$ cat src/rtl/fce_pkg.sv
package fce_pkg;
  localparam logic [2:0] MODE_TONE  = 3'b000;
  localparam logic [2:0] MODE_FSK   = 3'b001;
  localparam logic [2:0] MODE_RAMP  = 3'b010;
  localparam logic [2:0] MODE_CHIRP = 3'b011;

  typedef enum logic {
    DIR_DOWN = 1'b0,
    DIR_UP   = 1'b1
  } fce_dir_e;
endpackage

$ cat src/rtl/fce_rate_timer.sv
module fce_rate_timer #(
  parameter int RW = 20
) (
  input  logic          clk,
  input  logic          rst_n,
  input  logic          restart,
  input  logic          run,
  input  logic [RW-1:0] rate,
  output logic          tick
);
  localparam logic [RW-1:0] ONE = RW'(1);

  logic [RW-1:0] cnt_q, cnt_d;
  logic          cnt_en;

  always_comb begin
    cnt_d  = cnt_q;
    tick   = 1'b0;
    cnt_en = restart | run;
    if (restart) begin
      cnt_d = rate;
    end else if (run) begin
      if (cnt_q == '0) begin
        tick  = 1'b1;
        cnt_d = rate;
      end else begin
        cnt_d = cnt_q - ONE;
      end
    end
  end

  always_ff @(posedge clk or negedge rst_n) begin
    if (!rst_n) cnt_q <= '0;
    else if (cnt_en) cnt_q <= cnt_d;
  end
endmodule

$ cat src/rtl/fce_freq_step.sv
module fce_freq_step #(
  parameter int FW = 48
) (
  input  logic [FW-1:0] cur,
  input  logic [FW-1:0] delta,
  input  logic [FW-1:0] lo,
  input  logic [FW-1:0] hi,
  input  logic          up,
  input  logic          wrap,
  output logic [FW-1:0] nxt,
  output logic          at_end
);
  logic [FW:0] sum_up;
  logic [FW:0] floor_dn;

  assign sum_up   = {1'b0, cur} + {1'b0, delta};
  assign floor_dn = {1'b0, lo} + {1'b0, delta};

  always_comb begin
    nxt    = cur;
    at_end = 1'b0;
    if (wrap) begin
      nxt = cur + delta;
    end else if (up) begin
      if (sum_up >= {1'b0, hi}) begin
        nxt    = hi;
        at_end = 1'b1;
      end else begin
        nxt = sum_up[FW-1:0];
      end
    end else begin
      if ({1'b0, cur} <= floor_dn) begin
        nxt    = lo;
        at_end = 1'b1;
      end else begin
        nxt = cur - delta;
      end
    end
  end
endmodule

$ cat src/rtl/fce_phase_acc.sv
module fce_phase_acc #(
  parameter int FW = 48,
  parameter int PW = 17
) (
  input  logic          clk,
  input  logic          rst_n,
  input  logic          clear,
  input  logic [FW-1:0] freq,
  output logic [PW-1:0] phase
);
  logic [FW-1:0] ph_q, ph_d;

  always_comb begin
    ph_d = clear ? '0 : ph_q + freq;
  end

  always_ff @(posedge clk or negedge rst_n) begin
    if (!rst_n) ph_q <= '0;
    else ph_q <= ph_d;
  end

  assign phase = ph_q[FW-1 -: PW];
endmodule

$ cat src/rtl/fsk_chirp_engine.sv
module fsk_chirp_engine
  import fce_pkg::*;
#(
  parameter int FW = 48,
  parameter int RW = 20,
  parameter int PW = 17
) (
  input  logic          clk,
  input  logic          rst_n,
  input  logic [2:0]    mode_i,
  input  logic          fsk_i,
  input  logic          hold_i,
  input  logic          tri_en_i,
  input  logic          update_i,
  input  logic          clr_ramp_i,
  input  logic          clr_all_i,
  input  logic [FW-1:0] word_a_i,
  input  logic [FW-1:0] word_b_i,
  input  logic [FW-1:0] step_i,
  input  logic [RW-1:0] rate_i,
  output logic [FW-1:0] freq_o,
  output logic [PW-1:0] phase_o
);
  // registered state
  logic [2:0]    mode_q;
  logic          fsk_q, tri_q, active_q, zero_q;
  fce_dir_e      dir_q;
  logic [FW-1:0] cur_q;

  // next state
  logic          active_d;
  fce_dir_e      dir_d;
  logic [FW-1:0] cur_d;
  logic          cur_en;

  // decode
  logic ramp_mode, chirp_mode, swept;
  logic enter_chirp, fsk_edge, tri_start, clr_hit;
  logic load_origin, restart, run;
  logic tick, at_end;
  logic [FW-1:0] step_nxt, sel_word, origin;

  assign ramp_mode   = (mode_i == MODE_RAMP);
  assign chirp_mode  = (mode_i == MODE_CHIRP);
  assign swept       = ramp_mode | chirp_mode;
  assign sel_word    = ((mode_i == MODE_FSK) && fsk_i) ? word_b_i : word_a_i;
  assign enter_chirp = chirp_mode && (mode_q != MODE_CHIRP);
  assign fsk_edge    = ramp_mode && !tri_en_i && (fsk_i != fsk_q);
  assign tri_start   = ramp_mode && tri_en_i && !tri_q;
  assign clr_hit     = swept && update_i && clr_ramp_i;
  assign load_origin = swept && (clr_all_i | enter_chirp | clr_hit | tri_start);
  assign restart     = load_origin | fsk_edge;
  assign run         = swept && !hold_i && !clr_all_i && (chirp_mode || active_q);

  fce_rate_timer #(.RW(RW)) u_timer (
    .clk     (clk),
    .rst_n   (rst_n),
    .restart (restart),
    .run     (run),
    .rate    (rate_i),
    .tick    (tick)
  );

  fce_freq_step #(.FW(FW)) u_step (
    .cur    (cur_q),
    .delta  (step_i),
    .lo     (word_a_i),
    .hi     (word_b_i),
    .up     (dir_q == DIR_UP),
    .wrap   (chirp_mode),
    .nxt    (step_nxt),
    .at_end (at_end)
  );

  always_comb begin
    dir_d = dir_q;
    if (tri_start)                       dir_d = fsk_i ? DIR_DOWN : DIR_UP;
    else if (fsk_edge)                   dir_d = fsk_i ? DIR_UP : DIR_DOWN;
    else if (tick && at_end && tri_en_i) dir_d = (dir_q == DIR_UP) ? DIR_DOWN : DIR_UP;

    active_d = active_q;
    if (!ramp_mode)                        active_d = 1'b0;
    else if (tri_start || fsk_edge)        active_d = 1'b1;
    else if (tick && at_end && !tri_en_i)  active_d = 1'b0;

    origin = (chirp_mode || dir_d == DIR_UP) ? word_a_i : word_b_i;

    cur_en = 1'b1;
    if (!swept)           cur_d = sel_word;
    else if (load_origin) cur_d = origin;
    else if (tick)        cur_d = step_nxt;
    else begin
      cur_d  = cur_q;
      cur_en = 1'b0;
    end
  end

  always_ff @(posedge clk or negedge rst_n) begin
    if (!rst_n) begin
      mode_q   <= MODE_TONE;
      fsk_q    <= 1'b0;
      tri_q    <= 1'b0;
      active_q <= 1'b0;
      zero_q   <= 1'b0;
      dir_q    <= DIR_DOWN;
      cur_q    <= '0;
    end else begin
      mode_q   <= mode_i;
      fsk_q    <= fsk_i;
      tri_q    <= tri_en_i;
      active_q <= active_d;
      zero_q   <= clr_all_i;
      dir_q    <= dir_d;
      if (cur_en) cur_q <= cur_d;
    end
  end

  assign freq_o = zero_q ? '0 : cur_q;

  fce_phase_acc #(.FW(FW), .PW(PW)) u_phase (
    .clk   (clk),
    .rst_n (rst_n),
    .clear (clr_all_i),
    .freq  (freq_o),
    .phase (phase_o)
  );
endmodule

$ cat config.mk
export PLATFORM = sky130hd
export DESIGN_NAME = fsk_chirp_engine
export DESIGN_NICKNAME = d
export VERILOG_FILES = /design/src/rtl/fce_pkg.sv /design/src/rtl/fce_rate_timer.sv /design/src/rtl/fce_freq_step.sv /design/src/rtl/fce_phase_acc.sv /design/src/rtl/fsk_chirp_engine.sv
export SDC_FILE = /design/constraint.sdc
export NUM_CORES = 1
export LEC_CHECK = 0
export BUFFER_PORTS_ARGS = -buffer_cell sky130_fd_sc_hd__buf_2
export CAP_MARGIN = 10
export CORE_MARGIN = 10
export CORE_UTILIZATION = 25
export DETAILED_ROUTE_END_ITERATION = 8
export GPL_TIMING_DRIVEN = 0
export HOLD_SLACK_MARGIN = 0.12
export PLACE_DENSITY = 0.51
export SLEW_MARGIN = 15
export SYNTH_ARGS = -nofsm -noshare
export SYNTH_HDL_FRONTEND = slang
export SYNTH_SLANG_ARGS = --single-unit
$ cat constraint.sdc
create_clock -name clk -period 11.8 [get_ports clk]
set_input_delay 1.77 -clock clk [delete_from_list [all_inputs] [get_ports clk]]
set_output_delay 1.77 -clock clk [all_outputs]
set_load 0.1 [all_outputs]
### Word level (Yosys, flattened, before mapping)

Cells that the tools add are included.
W data, S select, Z words.

| cells by class | value |
|---|---|
| mux-type cells | 33 |
| reduce and logical (&&, ||, !) cells | 26 |
| bitwise logic cells | 6 |
| $lt $le $gt $ge | 2 |
| equal/unequal tests | 7 |
| $add $sub $neg | 6 |

Operators by type and width:

| operator | number |
|---|---|
| $mux W48 | 11 |
| $add A48 B48 Y49 | 2 |
| $add A48 B48 Y48 | 2 |
| $mux W20 | 3 |
| $ge A49 B48 Y1 | 1 |
| $le A48 B49 Y1 | 1 |
| $sub A48 B48 Y48 | 1 |
| $logic_not A20 Y1 | 1 |
| $sub A20 B1 Y20 const B | 1 |
| $mux W1 | 19 |
| $logic_and A1 B1 Y1 | 15 |
| $eq A3 B2 Y1 const B | 2 |
| $ne A3 B1 Y1 const B | 2 |
| $or A1 B1 Y1 | 6 |
| $logic_not A1 Y1 | 4 |
| $reduce_and A2 Y1 | 2 |
| $eq A3 B1 Y1 const B | 1 |
| $logic_or A1 B1 Y1 | 3 |
| $ne A3 B2 Y1 const B | 1 |
| $reduce_bool A2 Y1 | 1 |
| $ne A1 B1 Y1 | 1 |

| word-level totals | value |
|---|---|
| logic and storage cells | 89 |
| output and inout bits | 65 |
| flip-flop bits (word level) | 124 |
| bits of input ports | 175 |

### Longest topological paths before layout

| logic depth | value |
|---|---|
| depth in word-level cells | 18 |
| mapped depth | 29 |

### Hierarchy

A second synthesis with hierarchy kept.

| unflattened totals | value |
|---|---|
| cell total of the unflattened synthesis | 3038 |
| area, all modules | 22472.8 um^2 |

Modules (own cells, without submodules):

| module | area each (um^2) | cells an instance | times used |
|---|---|---|---|
| fce_freq_step | 11788.8 | 1776 | 1 |
| fsk_chirp_engine | 5019.8 | 598 | 1 |
| fce_phase_acc | 4204.0 | 496 | 1 |
| fce_rate_timer | 1460.2 | 168 | 1 |

### Worst setup path before layout

No wires, ideal clock.

| timing path | value |
|---|---|
| path type | input to register |
| start point | input word_a_i[0] |
| end point | register cur_q[45] |
| arrival time | 7.334 ns |
| slack | 4.330 ns |
| stages | 28 |
| data required time | 11.663 ns |
| library setup time | 0.137 ns |
| path buffers | 1 |
| cells stage by stage | ha_1 fa_1 a211oi_1 nor2_1 o311ai_1 a21o_1 a211o_1 a21boi_0 o41ai_1 o21ai_0 o41a_1 a21o_1 a21oi_1 xnor2_1 ha_1 nand4_1 nor4_1 nand4_1 a31oi_1 nor4_1 a21oi_1 a2111oi_4 o31ai_2 nor2_4 buf_6 mux2_1 a221oi_1 o21ai_0 |

| between the ends | value |
|---|---|
| cells in the longest elaborated chain, start to end | 14 |
| elaborated cells on any way between the ends | 18 |
| classes of those cells | 1 x add/sub; 1 x order compare; 13 x mux; 3 x reduce/logical |

Ends and longest elaborated chain:

| what | RTL line | source |
|---|---|---|
| start, declared | fsk_chirp_engine.sv:17 | `input logic [FW-1:0] word_a_i,` |
| $add A48 B48 Y49 (*) | fce_freq_step.sv:17 | `assign floor_dn = {1'b0, lo} + {1'b0, delta};` |
| $le A48 B49 Y1 (*) | fce_freq_step.sv:32 | `if ({1'b0, cur} <= floor_dn) begin` |
| $mux W1 | fce_freq_step.sv:32 |  |
| $mux W1 | fce_freq_step.sv:24 | `end else if (up) begin` |
| $mux W1 | fce_freq_step.sv:22 | `if (wrap) begin` |
| $logic_and A1 B1 Y1 (2 in series) | fsk_chirp_engine.sv:79 | `else if (tick && at_end && tri_en_i) dir_d = (dir_q == DIR_UP) ? DIR_DOWN : DIR_UP;` |
| $mux W1 | fsk_chirp_engine.sv:79 |  |
| $mux W1 | fsk_chirp_engine.sv:78 | `else if (fsk_edge) dir_d = fsk_i ? DIR_UP : DIR_DOWN;` |
| $mux W1 | fsk_chirp_engine.sv:77 | `if (tri_start) dir_d = fsk_i ? DIR_DOWN : DIR_UP;` |
| $logic_or A1 B1 Y1 | fsk_chirp_engine.sv:86 | `origin = (chirp_mode \|\| dir_d == DIR_UP) ? word_a_i : word_b_i;` |
| $mux W48 | fsk_chirp_engine.sv:86 |  |
| $mux W48 (*) | fsk_chirp_engine.sv:90 | `else if (load_origin) cur_d = origin;` |
| $mux W48 (*) | fsk_chirp_engine.sv:89 | `if (!swept) cur_d = sel_word;` |
| end signal, assigned | fsk_chirp_engine.sv:114 | `if (cur_en) cur_q <= cur_d;` |
| end, declared | fsk_chirp_engine.sv:28 | `logic [FW-1:0] cur_q;` |

Mark *: on every way between the ends. The rest lies on a longest branch, timed or not. The select of a mux whose other input is x is not followed.
A chain may end at the register's enable or synchronous reset.

### Worst setup path after layout

| timing path | value |
|---|---|
| start point | input word_a_i[2] |
| end point | register cur_q[24] |

Same word-level chain as after synthesis.

==> impl_summary.md <==
Outcome
The flow ran to the end, and the final reports show no timing, DRC or antenna violations.

STA
The fmax is 0.0878 GHz. The final-report setup violation count is 0. The part of the cycle the worst path needs is 96.5%. At the pin with the least slew margin, the transition time is 1.37 ns. The headroom to the max-slew limit is 7.49%. The final hold violation count is 0.

For the finished layout, the period the worst path requires is 11.39 ns. Setup repair after global routing left no endpoint under its margin. The worst setup slack after layout is 0.408 ns. The number of slew-limit violations in the final report was 0. The final worst clock skew is 0.0171 ns.

Global routing
The total routing usage reported by global routing is 21.4%. Global routing consumed, on the met1 layer, 27.4% of the routing resources. The met3 track demand over resource is 5.47%. The global-route wire length before repair is 150000 µm. For this run the aggregate overflow at the end of global routing stands at 0. For met2 alone, demand over resource in global routing was 33.1%. The layer with the highest usage is met2. The number of antenna violations at the first check in global routing is 48.

The via count of the first global-routing pass is 22184. Entering global routing, the biggest net connects 82 pins.

Pwr
The worst-case IR drop observed on VDD is 0.126 mV. Per report_power, the clock group accounts for 16.7% of the total. Combinational cells account for 65.5% of the total power. The sequential share of power is 17.8%. The net switching component of the power is 1.94 mW.

The switching power share of the total is 54.8%. The cell leakage power is 10.8 nW. The ratio of total power to cell area is 149 mW/mm². Cell internal power was estimated by the tool at 1.60 mW. Overall power consumption after layout is estimated at 3.55 mW.

Routing
In the routed layout, each cell is associated on average with a via count of 5.57. For this run, design rule violations remaining after detail routing come to 0. Once detail routing completed, the nets flagged for antenna violations numbered 0. The post-detailed-route wirelength per cell is 25.0 µm.

The number of iterations in the first detailed-routing pass is 6. Summed over all layers, the routed wires come to 104000 µm. In this run, the number of DRC markers left after iteration 0 of detailed routing was 2768. The routed layout has 23168 vias.

Floorplan
After floorplanning, the core was sized to cover 0.0817 mm². The number of standard-cell rows in the floorplan is 105. The number of ports placed on the die boundary is 240. Measured along the y axis, the die boundary spans 306 µm. The overall die area is 0.0939 mm². The starting density of the core is 25.1%.

The die is 306 µm wide.

Min path
Along the worst hold path, the cell count comes to 2. The type of the tightest min-delay check is register to register.

CTS
The H-tree level count is 4. Clock tree synthesis inserted a total of 17 buffers. Once the clock tree was built, the setup fixing pass inserted 0 buffers. The hold-fix buffer count after cts is 0. The tree is rooted in a sky130_fd_sc_hd__clkbuf_16. The sink count of the clock tree is 124. The clock latency on the worst-skew pair is 0.50 ns. No sink is reached through more buffers than the 2 on the longest clock path.

The clock tree from TritonCTS is yes. After clock tree synthesis, the clock-pin slew on the worst setup and hold paths is 0.07 ns.

Synth
The mean instance size in the synthesized netlist is 7.31 µm². The number of different library cells in the post-synthesis netlist is 85. The cell area after synthesis is 0.0205 mm². The top cell type by total area after synthesis is sky130_fd_sc_hd__ha_1. The synthesized net count is 3273. The synthesized design contains 0 enable-type register cells. The share of flip-flops with an asynchronous set or reset after synthesis is 100%. For this run, the leading register cell type out of synthesis is sky130_fd_sc_hd__dfrtp_1.

Synthesis inferred 124 register bits. The count of warnings emitted by yosys is 0. The area share of the largest cell type after synthesis is 17.6%. The sequential fraction of the synthesis area is 15.1%. The post-synthesis instance total is 2806. Sorting the synthesized cells by area gives the leading types as sky130_fd_sc_hd__ha_1 (18%), sky130_fd_sc_hd__dfrtp_1 (15%), sky130_fd_sc_hd__a21oi_1 (7.9%).

Worst setup path
On the critical path the largest part of the delay comes from compound AO/OA/AOI/OAI gates. Among all stages on the critical path, the largest delay is contributed by sky130_fd_sc_hd__a21oi_1. Among the stages of the critical path, the cell type that occurs most often is sky130_fd_sc_hd__a21oi_1. At the worst endpoint, the required time is 12.23 ns. STA classifies the critical path startpoint as an input pin. The setup path with the least slack is of type input pin to register. Of all nets on the critical path, the largest fanout is 10. Measured in cells, the most critical reg-to-reg path has a length of 23. The sort of element at the end of the critical path is a register. The critical path depth is 28.

The stage delay of the slowest cell on the critical path is 0.76 ns. The critical path contains buffers and inverters numbering 3 combined. STA puts the critical path data arrival time at 11.82 ns.

Final layout
The net total in the final layout is 3536. The library cell used most frequently in the layout, excluding fill and tap cells, is sky130_fd_sc_hd__a21oi_1. Leaving out fill and tap cells, the most frequent cells in the layout are sky130_fd_sc_hd__a21oi_1 (324), sky130_fd_sc_hd__ha_1 (288), sky130_fd_sc_hd__buf_2 (253). The area overhead of the layout relative to synthesis is 16.0%. In the final layout, the share of cells above drive strength 1 is 11.8%. The number of filler cells placed in the layout is 9113.

Job
The max-cap check violation count is 0.

Placed design
The pre-CTS worst setup slack is -0.881 ns. The placer's final routability congestion estimate is 1.01. The estimated wirelength of the detail-placed design is 84100 µm.

The count of buffers added on input and output ports is 239.
-- per-layer routing --
layer	share of wire (%)	wire length (µm)
met5	0.33	342
met2	43	45200
met4	4.8	5060
met1	42	44000
met3	9.2	9590
-- registers in the layout, summed over array words and instances (netlist names) --
name and cells:
active_q 1, cur_q 48, dir_q 1, fsk_q 1, mode_q 3, tri_q 1
u_phase.ph_q 48, u_timer.cnt_q 20, zero_q 1
-- cell usage after synthesis (all sizes together), types with 8 or more instances --
cell	instances
a21oi	325
ha	288
nor2	251
nand2	239
o21ai	201
inv	185
dfrtp	124
xnor2	119
clkbuf	98
nor2b	74
a21o	66
nor3	56
nand3	53
xor2	50
o211ai	48
buf	42
o21bai	41
a211oi	40
nand4	34
o21a	34
nand2b	33
mux2i	29
a31oi	28
nor4	26
o221ai	25
o22ai	25
o31ai	24
a22oi	20
mux2	19
and3	17
a221oi	14
or3	12
a2111oi	10
and2	10
or4	10
o311ai	9
a22o	8
a32oi	8
o41ai	8
-- logic make-up (layout without fill, tap and decap cells) --
family | after synthesis | in the layout | share of synthesized area [%]
flip-flops | 124 | 124 | 15.1
adder cells (fa/ha/maj) | 292 | 292 | 18.0
AO/OA/AOI/OAI | 1009 | 1009 | 31.6
multiplexers | 48 | 48 | 2.46
XOR/XNOR | 169 | 169 | 7.21
buffers and inverters | 331 | 606 | 6.60
other | 0 | 12 | 0
AND/OR/NAND/NOR | 833 | 833 | 19.0
-- repair_timing --
item / CTS / global route
setup endpoints to repair: 5 / 2
gates resized for setup: 2 / 2
hold endpoints to repair: 0 / 0
-- stage by stage --
step           setup TNS (ns)  area, µm²  hold slack (ns)  utilization (%)  instances
5_1_grt                     0      23800            0.529             29.1       4156
2_1_floorplan               0      20500            0.441                -       2806
6_report                    0      23800            0.492             29.1       4163
3_5_place_dp           -10.21      23200            0.466             28.3       4120
4_1_cts                     0      23800            0.481             29.1       4151
3_3_place_gp           -11.37      23100            0.459             28.2       4115
-- worst register-to-register path, delay by kind of cell (launching register included) --
family	cells	cell delay [ns]
fa+ha+maj	2	0.49
flops	1	0.54
simple gates	5	2.13
buf+inv	3	1.57
compound gates	12	3.40
xor+xnor	1	0.37
-- power groups by stage --
stage          registers, mW  logic (mW)  clock network, mW
6_report               0.631        2.32              0.594
5_1_grt                0.642        2.50              0.615
4_1_cts                0.629        2.26              0.604
3_5_place_dp           0.636        2.25                  0
3_3_place_gp           0.637        2.25                  0
2_1_floorplan          0.580        1.62                  0
-- worst paths after layout --
check                                         startpoint                            end  slack (ns)
setup / recovery                             word_a_i[2]          cur_q[24]$_DFFE_PN0P_        0.41
hold / removal             u_timer.cnt_q[14]$_DFFE_PN0P_  u_timer.cnt_q[14]$_DFFE_PN0P_        0.49
setup reg to reg                   cur_q[16]$_DFFE_PN0P_          cur_q[32]$_DFFE_PN0P_        3.18
hold reg to reg            u_timer.cnt_q[14]$_DFFE_PN0P_  u_timer.cnt_q[14]$_DFFE_PN0P_        0.49
max in group asynchronous                          rst_n     u_phase.ph_q[22]$_DFF_PN0_        9.82
min in group asynchronous                          rst_n          cur_q[43]$_DFFE_PN0P_        1.30
-- cell type report --
cell class	instances	area (µm²)	area share, %
Antenna cell	12	30.0	0.126
Buffer	140	638	2.68
Clock buffer	18	429	1.80
Clock inverter	13	166	0.699
Inverter	191	717	3.01
Multi-Input combinational cell	2351	16100	67.6
Sequential cell	124	3100	13.0
Tap cell	1070	1340	5.62
Timing Repair Buffer	244	1280	5.38
Power figures use the tool's default switching activity.
